<file path="config.mk">
export PLATFORM = sky130hd
export DESIGN_NAME = lcd_raster_gen
export DESIGN_NICKNAME = d
export VERILOG_FILES = /design/src/rtl/lrg_pkg.sv /design/src/rtl/lrg_cfg_regs.sv /design/src/rtl/lrg_hcount.sv /design/src/rtl/lrg_vcount.sv /design/src/rtl/lrg_out.sv /design/src/rtl/lcd_raster_gen.sv
export SDC_FILE = /design/constraint.sdc
export NUM_CORES = 1
export LEC_CHECK = 0
export BUFFER_PORTS_ARGS = -buffer_cell sky130_fd_sc_hd__buf_2
export CAP_MARGIN = 0
export CORE_MARGIN = 2
export CORE_UTILIZATION = 60
export DETAILED_ROUTE_END_ITERATION = 10
export PLACE_DENSITY_LB_ADDON = 0.2
export SYNTH_ARGS = -nofsm -noshare
export SYNTH_HDL_FRONTEND = slang
export SYNTH_SLANG_ARGS = --single-unit
</file>
<file path="constraint.sdc">
create_clock -name clk -period 11.55 [get_ports clk]
set_input_delay 1.7325 -clock clk [delete_from_list [all_inputs] [get_ports clk]]
set_output_delay 1.7325 -clock clk [all_outputs]
set_load 0.005 [all_outputs]
</file>
<file path="src/rtl/lrg_pkg.sv">
package lrg_pkg;

  localparam int unsigned ADDR_W = 3;

  localparam logic [ADDR_W-1:0] ADR_CTRL   = 3'd0;
  localparam logic [ADDR_W-1:0] ADR_ACTIVE = 3'd1;
  localparam logic [ADDR_W-1:0] ADR_HTIM   = 3'd2;
  localparam logic [ADDR_W-1:0] ADR_VTIM   = 3'd3;
  localparam logic [ADDR_W-1:0] ADR_SYNC   = 3'd4;

  localparam int unsigned CTRL_W = 5;

  // Control word, LSB first: enable, tv channel, interlace, hsync low, vsync low
  typedef struct packed {
    logic vlow;
    logic hlow;
    logic il;
    logic tv;
    logic en;
  } ctrl_t;

endpackage

</file>
<file path="src/rtl/lrg_cfg_regs.sv">
module lrg_cfg_regs
  import lrg_pkg::*;
#(
  parameter int unsigned CW   = 12,
  parameter int unsigned DMAX = 30,
  parameter int unsigned DW   = $clog2(DMAX + 1)
) (
  input  logic              clk,
  input  logic              rst_n,
  input  logic              wr_en,
  input  logic [ADDR_W-1:0] wr_addr,
  input  logic [2*CW-1:0]   wr_data,
  input  logic              field_end,
  output ctrl_t             ctl,
  output logic [CW-1:0]     width,
  output logic [CW-1:0]     height,
  output logic [CW-1:0]     htot,
  output logic [CW-1:0]     hbp,
  output logic [CW-1:0]     vtot,
  output logic [CW-1:0]     vbp,
  output logic [CW-1:0]     hsw,
  output logic [CW-1:0]     vsw,
  output logic [DW-1:0]     dly
);

  localparam logic [CW:0]   DMAX_W = (CW+1)'(DMAX);
  localparam logic [DW-1:0] DMAX_D = DW'(DMAX);

  // shadow bank
  ctrl_t         sh_ctl, sh_ctl_d;
  logic [CW-1:0] sh_w, sh_w_d, sh_h, sh_h_d;
  logic [CW-1:0] sh_ht, sh_ht_d, sh_hb, sh_hb_d;
  logic [CW-1:0] sh_vt, sh_vt_d, sh_vb, sh_vb_d;
  logic [CW-1:0] sh_hs, sh_hs_d, sh_vs, sh_vs_d;

  logic [CW-1:0] lo_f, hi_f;
  assign lo_f = wr_data[CW-1:0];
  assign hi_f = wr_data[2*CW-1:CW];

  always_comb begin
    sh_ctl_d = sh_ctl;
    sh_w_d   = sh_w;
    sh_h_d   = sh_h;
    sh_ht_d  = sh_ht;
    sh_hb_d  = sh_hb;
    sh_vt_d  = sh_vt;
    sh_vb_d  = sh_vb;
    sh_hs_d  = sh_hs;
    sh_vs_d  = sh_vs;
    if (wr_en) begin
      case (wr_addr)
        ADR_CTRL:   sh_ctl_d = ctrl_t'(lo_f[CTRL_W-1:0]);
        ADR_ACTIVE: begin sh_w_d  = lo_f; sh_h_d  = hi_f; end
        ADR_HTIM:   begin sh_ht_d = lo_f; sh_hb_d = hi_f; end
        ADR_VTIM:   begin sh_vt_d = lo_f; sh_vb_d = hi_f; end
        ADR_SYNC:   begin sh_hs_d = lo_f; sh_vs_d = hi_f; end
        default:    ;
      endcase
    end
  end

  always_ff @(posedge clk or negedge rst_n) begin
    if (!rst_n) begin
      sh_ctl <= '0;
      sh_w   <= '0;
      sh_h   <= '0;
      sh_ht  <= '0;
      sh_hb  <= '0;
      sh_vt  <= '0;
      sh_vb  <= '0;
      sh_hs  <= '0;
      sh_vs  <= '0;
    end else begin
      sh_ctl <= sh_ctl_d;
      sh_w   <= sh_w_d;
      sh_h   <= sh_h_d;
      sh_ht  <= sh_ht_d;
      sh_hb  <= sh_hb_d;
      sh_vt  <= sh_vt_d;
      sh_vb  <= sh_vb_d;
      sh_hs  <= sh_hs_d;
      sh_vs  <= sh_vs_d;
    end
  end

  // lead computation from the shadow values
  logic [CW:0]   tot_lines, blank_a, blank_b, blank_c;
  logic [DW-1:0] dly_d;

  always_comb begin
    tot_lines = (sh_ctl.tv && !sh_ctl.il) ? ({1'b0, sh_vt} >> 1) : {1'b0, sh_vt};
    blank_a   = (tot_lines > {1'b0, sh_h}) ? (tot_lines - {1'b0, sh_h}) : '0;
    blank_b   = sh_ctl.il ? (blank_a >> 1) : blank_a;
    if (sh_ctl.tv) begin
      blank_c = (blank_b > (CW+1)'(2)) ? (blank_b - (CW+1)'(2)) : '0;
    end else begin
      blank_c = blank_b;
    end
    dly_d = (blank_c > DMAX_W) ? DMAX_D : blank_c[DW-1:0];
  end

  // live bank
  logic load;
  assign load = !ctl.en || field_end;

  always_ff @(posedge clk or negedge rst_n) begin
    if (!rst_n) begin
      ctl    <= '0;
      width  <= '0;
      height <= '0;
      htot   <= '0;
      hbp    <= '0;
      vtot   <= '0;
      vbp    <= '0;
      hsw    <= '0;
      vsw    <= '0;
      dly    <= '0;
    end else if (load) begin
      ctl    <= sh_ctl;
      width  <= sh_w;
      height <= sh_h;
      htot   <= sh_ht;
      hbp    <= sh_hb;
      vtot   <= sh_vt;
      vbp    <= sh_vb;
      hsw    <= sh_hs;
      vsw    <= sh_vs;
      dly    <= dly_d;
    end
  end

  AST_DELAY_LIMIT: assert property (@(posedge clk) disable iff (!rst_n)
    dly <= DMAX_D);

  AST_HOLD_MIDFIELD: assert property (@(posedge clk) disable iff (!rst_n)
    (ctl.en && !field_end) |=> ($stable(ctl) && $stable(htot) && $stable(vtot)
                                && $stable(hbp) && $stable(vbp)));

endmodule

</file>
<file path="src/rtl/lrg_hcount.sv">
module lrg_hcount #(
  parameter int unsigned CW = 12
) (
  input  logic          clk,
  input  logic          rst_n,
  input  logic          run,
  input  logic          tv,
  input  logic [CW-1:0] htot,
  output logic [CW-1:0] hcnt,
  output logic          line_end,
  output logic          half_tick
);

  logic [CW-1:0] hcnt_d;
  logic [CW-1:0] half_pt;

  assign half_pt   = (htot >> 1) - 1'b1;
  assign line_end  = run && (hcnt >= htot - 1'b1);
  assign half_tick = run && tv && !line_end && (hcnt == half_pt);

  always_comb begin
    if (!run) begin
      hcnt_d = '0;
    end else if (line_end) begin
      hcnt_d = '0;
    end else begin
      hcnt_d = hcnt + 1'b1;
    end
  end

  always_ff @(posedge clk or negedge rst_n) begin
    if (!rst_n) begin
      hcnt <= '0;
    end else begin
      hcnt <= hcnt_d;
    end
  end

  AST_HCNT_ADVANCE: assert property (@(posedge clk) disable iff (!rst_n)
    (run && !line_end) |=> (hcnt == $past(hcnt) + 1'b1));

  AST_HCNT_IDLE: assert property (@(posedge clk) disable iff (!rst_n)
    !run |=> (hcnt == '0));

endmodule

</file>
<file path="src/rtl/lrg_vcount.sv">
module lrg_vcount #(
  parameter int unsigned CW = 12
) (
  input  logic          clk,
  input  logic          rst_n,
  input  logic          run,
  input  logic          tick,
  input  logic          tv,
  input  logic          il,
  input  logic [CW-1:0] vtot,
  output logic [CW-1:0] vcnt,
  output logic          field,
  output logic          field_end
);

  logic [CW-1:0] vcnt_d;
  logic          field_d;
  logic          two_fields;

  assign two_fields = tv && il;
  assign field_end  = tick && (vcnt >= vtot - 1'b1);

  always_comb begin
    vcnt_d  = vcnt;
    field_d = field;
    if (!run) begin
      vcnt_d  = '0;
      field_d = 1'b0;
    end else if (field_end) begin
      vcnt_d  = '0;
      field_d = two_fields ? !field : 1'b0;
    end else if (tick) begin
      vcnt_d  = vcnt + 1'b1;
    end
  end

  always_ff @(posedge clk or negedge rst_n) begin
    if (!rst_n) begin
      vcnt  <= '0;
      field <= 1'b0;
    end else begin
      vcnt  <= vcnt_d;
      field <= field_d;
    end
  end

  AST_FIELD_FLIP: assert property (@(posedge clk) disable iff (!rst_n)
    (run && field_end && two_fields) |=> (field != $past(field)));

endmodule

</file>
<file path="src/rtl/lrg_out.sv">
module lrg_out
  import lrg_pkg::*;
#(
  parameter int unsigned CW = 12,
  parameter int unsigned DW = 5
) (
  input  logic          clk,
  input  logic          rst_n,
  input  ctrl_t         ctl,
  input  logic [CW-1:0] width,
  input  logic [CW-1:0] height,
  input  logic [CW-1:0] hbp,
  input  logic [CW-1:0] vtot,
  input  logic [CW-1:0] vbp,
  input  logic [CW-1:0] hsw,
  input  logic [CW-1:0] vsw,
  input  logic [DW-1:0] dly,
  input  logic [CW-1:0] hcnt,
  input  logic [CW-1:0] vcnt,
  input  logic          field,
  output logic          hsync_o,
  output logic          vsync_o,
  output logic          de_o,
  output logic          sof_o,
  output logic          field_o,
  output logic [CW-1:0] pix_x_o,
  output logic [CW-1:0] line_y_o,
  output logic          pins_oe_o
);

  localparam int unsigned UW = CW + 2;

  logic [CW-1:0] field_h;
  logic [UW-1:0] sync_u, bp_u, act_u, dly_u, sof_u, vcnt_u;
  logic          hs_act, vs_act, h_in, v_in, sof_hit;

  always_comb begin
    field_h = (ctl.tv && ctl.il) ? (height >> 1) : height;
    sync_u  = ctl.tv ? {1'b0, vsw, 1'b0}     : {2'b00, vsw};
    bp_u    = ctl.tv ? {1'b0, vbp, 1'b0}     : {2'b00, vbp};
    act_u   = ctl.tv ? {1'b0, field_h, 1'b0} : {2'b00, field_h};
    dly_u   = ctl.tv ? UW'({dly, 1'b0})      : UW'(dly);
    vcnt_u  = {2'b00, vcnt};
    if (bp_u >= dly_u) begin
      sof_u = bp_u - dly_u;
    end else begin
      sof_u = {2'b00, vtot} - (dly_u - bp_u);
    end
    hs_act  = hcnt < hsw;
    h_in    = ({1'b0, hcnt} >= {1'b0, hbp}) &&
              ({1'b0, hcnt} <  ({1'b0, hbp} + {1'b0, width}));
    vs_act  = vcnt_u < sync_u;
    v_in    = (vcnt_u >= bp_u) && (vcnt_u < (bp_u + act_u));
    sof_hit = (vcnt_u == sof_u) || (ctl.tv && (vcnt_u == sof_u + 1'b1));
  end

  logic          hs_d, vs_d, de_d, sof_d, fld_d, oe_d;
  logic [CW-1:0] pix_d, line_d;

  always_comb begin
    oe_d   = ctl.en;
    hs_d   = ctl.en && (hs_act ^ ctl.hlow);
    vs_d   = ctl.en && (vs_act ^ ctl.vlow);
    de_d   = ctl.en && h_in && v_in;
    sof_d  = ctl.en && sof_hit;
    fld_d  = ctl.en && field;
    pix_d  = ctl.en ? hcnt : '0;
    line_d = ctl.en ? (ctl.tv ? (vcnt >> 1) : vcnt) : '0;
  end

  always_ff @(posedge clk or negedge rst_n) begin
    if (!rst_n) begin
      hsync_o   <= 1'b0;
      vsync_o   <= 1'b0;
      de_o      <= 1'b0;
      sof_o     <= 1'b0;
      field_o   <= 1'b0;
      pix_x_o   <= '0;
      line_y_o  <= '0;
      pins_oe_o <= 1'b0;
    end else begin
      hsync_o   <= hs_d;
      vsync_o   <= vs_d;
      de_o      <= de_d;
      sof_o     <= sof_d;
      field_o   <= fld_d;
      pix_x_o   <= pix_d;
      line_y_o  <= line_d;
      pins_oe_o <= oe_d;
    end
  end

  AST_IDLE_QUIET: assert property (@(posedge clk) disable iff (!rst_n)
    !pins_oe_o |-> (!de_o && !sof_o && !hsync_o && !vsync_o && (pix_x_o == '0)));

endmodule

</file>
<file path="src/rtl/lcd_raster_gen.sv">
module lcd_raster_gen
  import lrg_pkg::*;
#(
  parameter int unsigned CW   = 12,
  parameter int unsigned DMAX = 30
) (
  input  logic              clk,
  input  logic              rst_n,
  input  logic              wr_en,
  input  logic [ADDR_W-1:0] wr_addr,
  input  logic [2*CW-1:0]   wr_data,
  output logic              hsync_o,
  output logic              vsync_o,
  output logic              de_o,
  output logic              sof_o,
  output logic              field_o,
  output logic [CW-1:0]     pix_x_o,
  output logic [CW-1:0]     line_y_o,
  output logic              pins_oe_o
);

  localparam int unsigned DW = $clog2(DMAX + 1);

  ctrl_t         ctl;
  logic [CW-1:0] width, height, htot, hbp, vtot, vbp, hsw, vsw;
  logic [DW-1:0] dly;
  logic [CW-1:0] hcnt, vcnt;
  logic          line_end, half_tick, field, field_end;

  lrg_cfg_regs #(.CW(CW), .DMAX(DMAX), .DW(DW)) u_cfg (
    .clk       (clk),
    .rst_n     (rst_n),
    .wr_en     (wr_en),
    .wr_addr   (wr_addr),
    .wr_data   (wr_data),
    .field_end (field_end),
    .ctl       (ctl),
    .width     (width),
    .height    (height),
    .htot      (htot),
    .hbp       (hbp),
    .vtot      (vtot),
    .vbp       (vbp),
    .hsw       (hsw),
    .vsw       (vsw),
    .dly       (dly)
  );

  lrg_hcount #(.CW(CW)) u_hcnt (
    .clk       (clk),
    .rst_n     (rst_n),
    .run       (ctl.en),
    .tv        (ctl.tv),
    .htot      (htot),
    .hcnt      (hcnt),
    .line_end  (line_end),
    .half_tick (half_tick)
  );

  lrg_vcount #(.CW(CW)) u_vcnt (
    .clk       (clk),
    .rst_n     (rst_n),
    .run       (ctl.en),
    .tick      (line_end || half_tick),
    .tv        (ctl.tv),
    .il        (ctl.il),
    .vtot      (vtot),
    .vcnt      (vcnt),
    .field     (field),
    .field_end (field_end)
  );

  lrg_out #(.CW(CW), .DW(DW)) u_out (
    .clk       (clk),
    .rst_n     (rst_n),
    .ctl       (ctl),
    .width     (width),
    .height    (height),
    .hbp       (hbp),
    .vtot      (vtot),
    .vbp       (vbp),
    .hsw       (hsw),
    .vsw       (vsw),
    .dly       (dly),
    .hcnt      (hcnt),
    .vcnt      (vcnt),
    .field     (field),
    .hsync_o   (hsync_o),
    .vsync_o   (vsync_o),
    .de_o      (de_o),
    .sof_o     (sof_o),
    .field_o   (field_o),
    .pix_x_o   (pix_x_o),
    .line_y_o  (line_y_o),
    .pins_oe_o (pins_oe_o)
  );

endmodule

</file>
==> metrics.md <==
| Metric | Value |
|---|---|
| DR WL/cell | 20.4 um |
| PortBufs | 59 |
| Worst Path Max Fanout | 29 |
| GRT overflow | 0 |
| Synth async-reset ratio | 100% |
| Critical setup path kind | reg -> reg |
| CTS root buf | clkbuf_16 |
| Fin util | 66.0% |
| P per Cell Area | 252 nW/um^2 |
| Hold Fails Final Rpt | 0 |
| Seq/Total Area, Yosys | 36.6% |
| Drt drc | 0 |
| Most Crowded Layer GR | met2 |
| GRT met1 Usage | 43.7% |
| Mapped Nets | 2,130 |
| WP data required | 12,020 ps |
| Post-cts hold buffer count | 0 |
| Gate Count Post-Synth | 1,928 |
| Detail Route Antenna Nets | 0 |
| Endpoint type of the worst setup path | flop |
| Yosys Warn Count | 0 |
| Fmax | 168 MHz |
| Vias per std cell | 6.14 |
| Vias in the first global route | 14,000 |
| Total power | 4.91 mW |
| Die H | 177 um |
| Final Max Tran Viols | 0 |
| Post-Syn Area | 17,900 sq um |
| Number of max-cap violations | 0 |
| Syn Area/Cell | 9.28 sq um |
| Final period demand of the worst path | 5960 ps |
| Clk pin slew, worst setup/hold paths | 60 ps |
| Chip Width | 177 um |
| Post-synth top flop | dfrtp_1 |
| CTS Sinks | 262 |
| Slew @ Worst Pin | 1030 ps |
| DRT Pass-1 Iters | 5 |
| Cell Rows | 63 |
| CTS max path bufs | 3 |
| Core area | 29,500 sq um |
| Number of setup buffers added after CTS | 0 |
| Netlist cell types | 92 |
| H-tree Lvls | 1 |
| Routability cong. | 0.931 |
| Total CTS buffers | 28 |
| Initial antenna violation count | 3 |
| FF+latch count, synth | 262 |
| Outcome | finished clean |
| Slew headroom | 31.3% |
| IO Pins | 60 |
| First-pass GRT wire length | 75,600 um |
| TritonCTS clock tree | done |
| RSZ-0062 raised after global routing | false |
| Crit path DAT | 6430 ps |
| Nets | 2,157 |
| Clk_skew | 35.1 ps |
| Pin count of the biggest net entering global routing | 157 |
| GRT met2 Usage | 49.1% |
| Total Wirelength | 48,200 um |
| Final worst-path cycle share | 51.6% |
| EDFF count, synth | 0 |
| Placed cell count | 2,315 |
| Worst VDD drop | 162 uV |
| Detailed-route via count | 14,500 |
| Hold crit path type | reg -> reg |
| Worst-Skew Late Latency | 580 ps |
| Pleak | 9.53 nW |
| Total track usage | 31.0% |
| Setup_tns | 0 ps |
| Setup-failing EPs final | 0 |
| Layout cells sized above 1 | 13.5% |
| HPWL after DPL | 34,800 um |
| Iter 0 DRT Violations | 1,271 |
| Final cell count without fillers | 2,366 |
| # resized after CTS | 0 |
| Starting Density | 60.7% |
| Die area | 31,200 sq um |
| Area grow syn2layout | 8.72% |
| M3 GR Usage | 4.49% |
| Crit path launch type | flop |
==> stage by stage <==
step	area [sq um]	setup slack, ps	hold WS [ps]
after detailed placement	18500	5740	451
final	19500	5590	440
after global routing	19500	5070	456
after global placement	18500	5800	443
after CTS	19500	5710	437
after floorplan	17900	6460	352
==> worst paths after layout <==
| path | start | endpoint | slack, ps | cells after the start |
|---|---|---|---|---|
| worst max-delay path | u_cfg.sh_ctl[2] | u_cfg.dly[3] | 5590 | 18 |
| worst min-delay path | u_cfg.sh_w[8] | u_cfg.width[8] | 440 | 2 |
| worst max register to register | u_cfg.sh_ctl[2] | u_cfg.dly[3] | 5590 | 18 |
| worst min register to register | u_cfg.sh_w[8] | u_cfg.width[8] | 440 | 2 |
| max in group asynchronous | rst_n | u_cfg.vtot[6] | 9020 | 2 |
| min in group asynchronous | rst_n | u_out.line_y_o[9] | 1210 | 1 |
==> cell type report <==
| cell class | count | area [sq um] |
|---|---|---|
| Multi-Input combinational cell | 1458 | 10500 |
| Fill cell | 2426 | 10000 |
| Sequential cell | 262 | 6560 |
| Clock buffer | 42 | 833 |
| Inverter | 130 | 488 |
| Tap cell | 390 | 488 |
| Timing Repair Buffer | 75 | 438 |
| Clock inverter | 8 | 100 |
| Antenna cell | 1 | 2.50 |
==> synthesized netlist by cell type, drive strengths merged, types with 4 or more instances <==
| cell type | number | area, sq um |
|---|---|---|
| o21a | 19 | 143 |
| nand3 | 46 | 235 |
| nor3b | 5 | 37.5 |
| nor4 | 9 | 62.6 |
| a21o | 56 | 420 |
| nor2 | 95 | 359 |
| xor2 | 45 | 394 |
| o211ai | 12 | 95.1 |
| a32oi | 5 | 43.8 |
| a31oi | 16 | 100 |
| or2 | 7 | 46.3 |
| and3 | 12 | 75.1 |
| nor2b | 21 | 131 |
| nand4b | 5 | 43.8 |
| nand2 | 290 | 1100 |
| a221oi | 7 | 85.1 |
| and2 | 28 | 178 |
| clkbuf | 59 | 223 |
| a31o | 4 | 35.0 |
| o2111ai | 6 | 52.6 |
| a21oi | 69 | 349 |
| a211oi | 17 | 168 |
| or3 | 10 | 62.6 |
| mux2 | 113 | 1270 |
| a211o | 8 | 70.1 |
| a2111oi | 7 | 80.1 |
| nand4 | 20 | 125 |
| o21ai | 125 | 626 |
| nand2b | 24 | 150 |
| mux2i | 43 | 430 |
| inv | 130 | 488 |
| nor3 | 28 | 140 |
| a22oi | 4 | 30.0 |
| a311oi | 4 | 35.0 |
| xnor2 | 65 | 569 |
| o31ai | 7 | 52.6 |
| o21bai | 8 | 60.1 |
| buf | 19 | 97.6 |
| ha | 162 | 2030 |
| dfrtp | 262 | 6560 |
| fa | 10 | 200 |
| nor4b | 5 | 43.8 |
==> state kept, by name, summed over array words and instances, names as in the netlist, 5 cells and up <==
| signal | count |
|---|---|
| u_out.line_y_o | 12 |
| u_cfg.htot | 12 |
| u_cfg.ctl | 5 |
| u_cfg.sh_w | 12 |
| u_cfg.hbp | 12 |
| u_vcnt.vcnt | 12 |
| u_cfg.hsw | 12 |
| u_cfg.sh_vt | 12 |
| u_out.pix_x_o | 12 |
| u_cfg.vbp | 12 |
| u_cfg.sh_vb | 12 |
| u_cfg.vsw | 12 |
| u_cfg.sh_hs | 12 |
| u_cfg.sh_hb | 12 |
| u_cfg.height | 12 |
| u_hcnt.hcnt | 12 |
| u_cfg.sh_ht | 12 |
| u_cfg.sh_ctl | 5 |
| u_cfg.dly | 5 |
| u_cfg.sh_vs | 12 |
| u_cfg.width | 12 |
| u_cfg.sh_h | 12 |
| u_cfg.vtot | 12 |
==> critical path, cell delays in order, from the launching register on <==
cell and delay, ps:
dfrtp_1 910, inv_1 400, nand2_1 520, mux2_2 400, ha_1 470, o21ai_0 230, a21oi_1 470, o2111ai_1 220
o21ai_1 350, nand2_1 260, ha_1 320, and2_1 230, and2_1 180, mux2i_1 120, or3_1 120, a21oi_1 70
o2bb2ai_1 250, o22ai_1 170, a31oi_1 180
==> placed cells by master (no fill, tap or decap), drive strengths merged, types with 24 or more instances in the layout <==
cell | synthesis | layout
a21o | 56 | 56
a21oi | 69 | 69
and2 | 28 | 28
buf | 19 | 75
clkbuf | 59 | 42
dfrtp | 262 | 262
ha | 162 | 162
inv | 130 | 131
mux2 | 113 | 113
mux2i | 43 | 43
nand2 | 290 | 290
nand2b | 24 | 24
nand3 | 46 | 46
nor2 | 95 | 95
nor3 | 28 | 28
o21ai | 125 | 125
xnor2 | 65 | 65
xor2 | 45 | 45
==> cell families (layout without fill, tap and decap cells) <==
| group | count (synthesis) | after routing | synth area share [%] |
|---|---|---|---|
| AO/OA/AOI/OAI | 405 | 405 | 15.3 |
| XOR/XNOR | 110 | 110 | 5.38 |
| adder cells (fa/ha/maj) | 172 | 172 | 12.4 |
| buffers and inverters | 208 | 255 | 4.52 |
| flip-flops | 262 | 262 | 36.6 |
| multiplexers | 156 | 156 | 9.52 |
| other | 0 | 1 | 0 |
| AND/OR/NAND/NOR | 615 | 615 | 16.2 |
==> metal layers <==
layer	wire, um	share of wire, %
met3	3330	6.9
met2	21700	45
met1	21500	45
met5	0	0
met4	1630	3.4
==> power breakdown <==
group          switching (mW)  internal [mW]  leakage, nW
Sequential              0.203           1.09         3.34
Combinational            1.57           1.14         5.74
Clock                   0.378          0.522        0.456
Total                    2.15           2.76         9.53
Note: power is estimated with default switching activity, not from simulation.
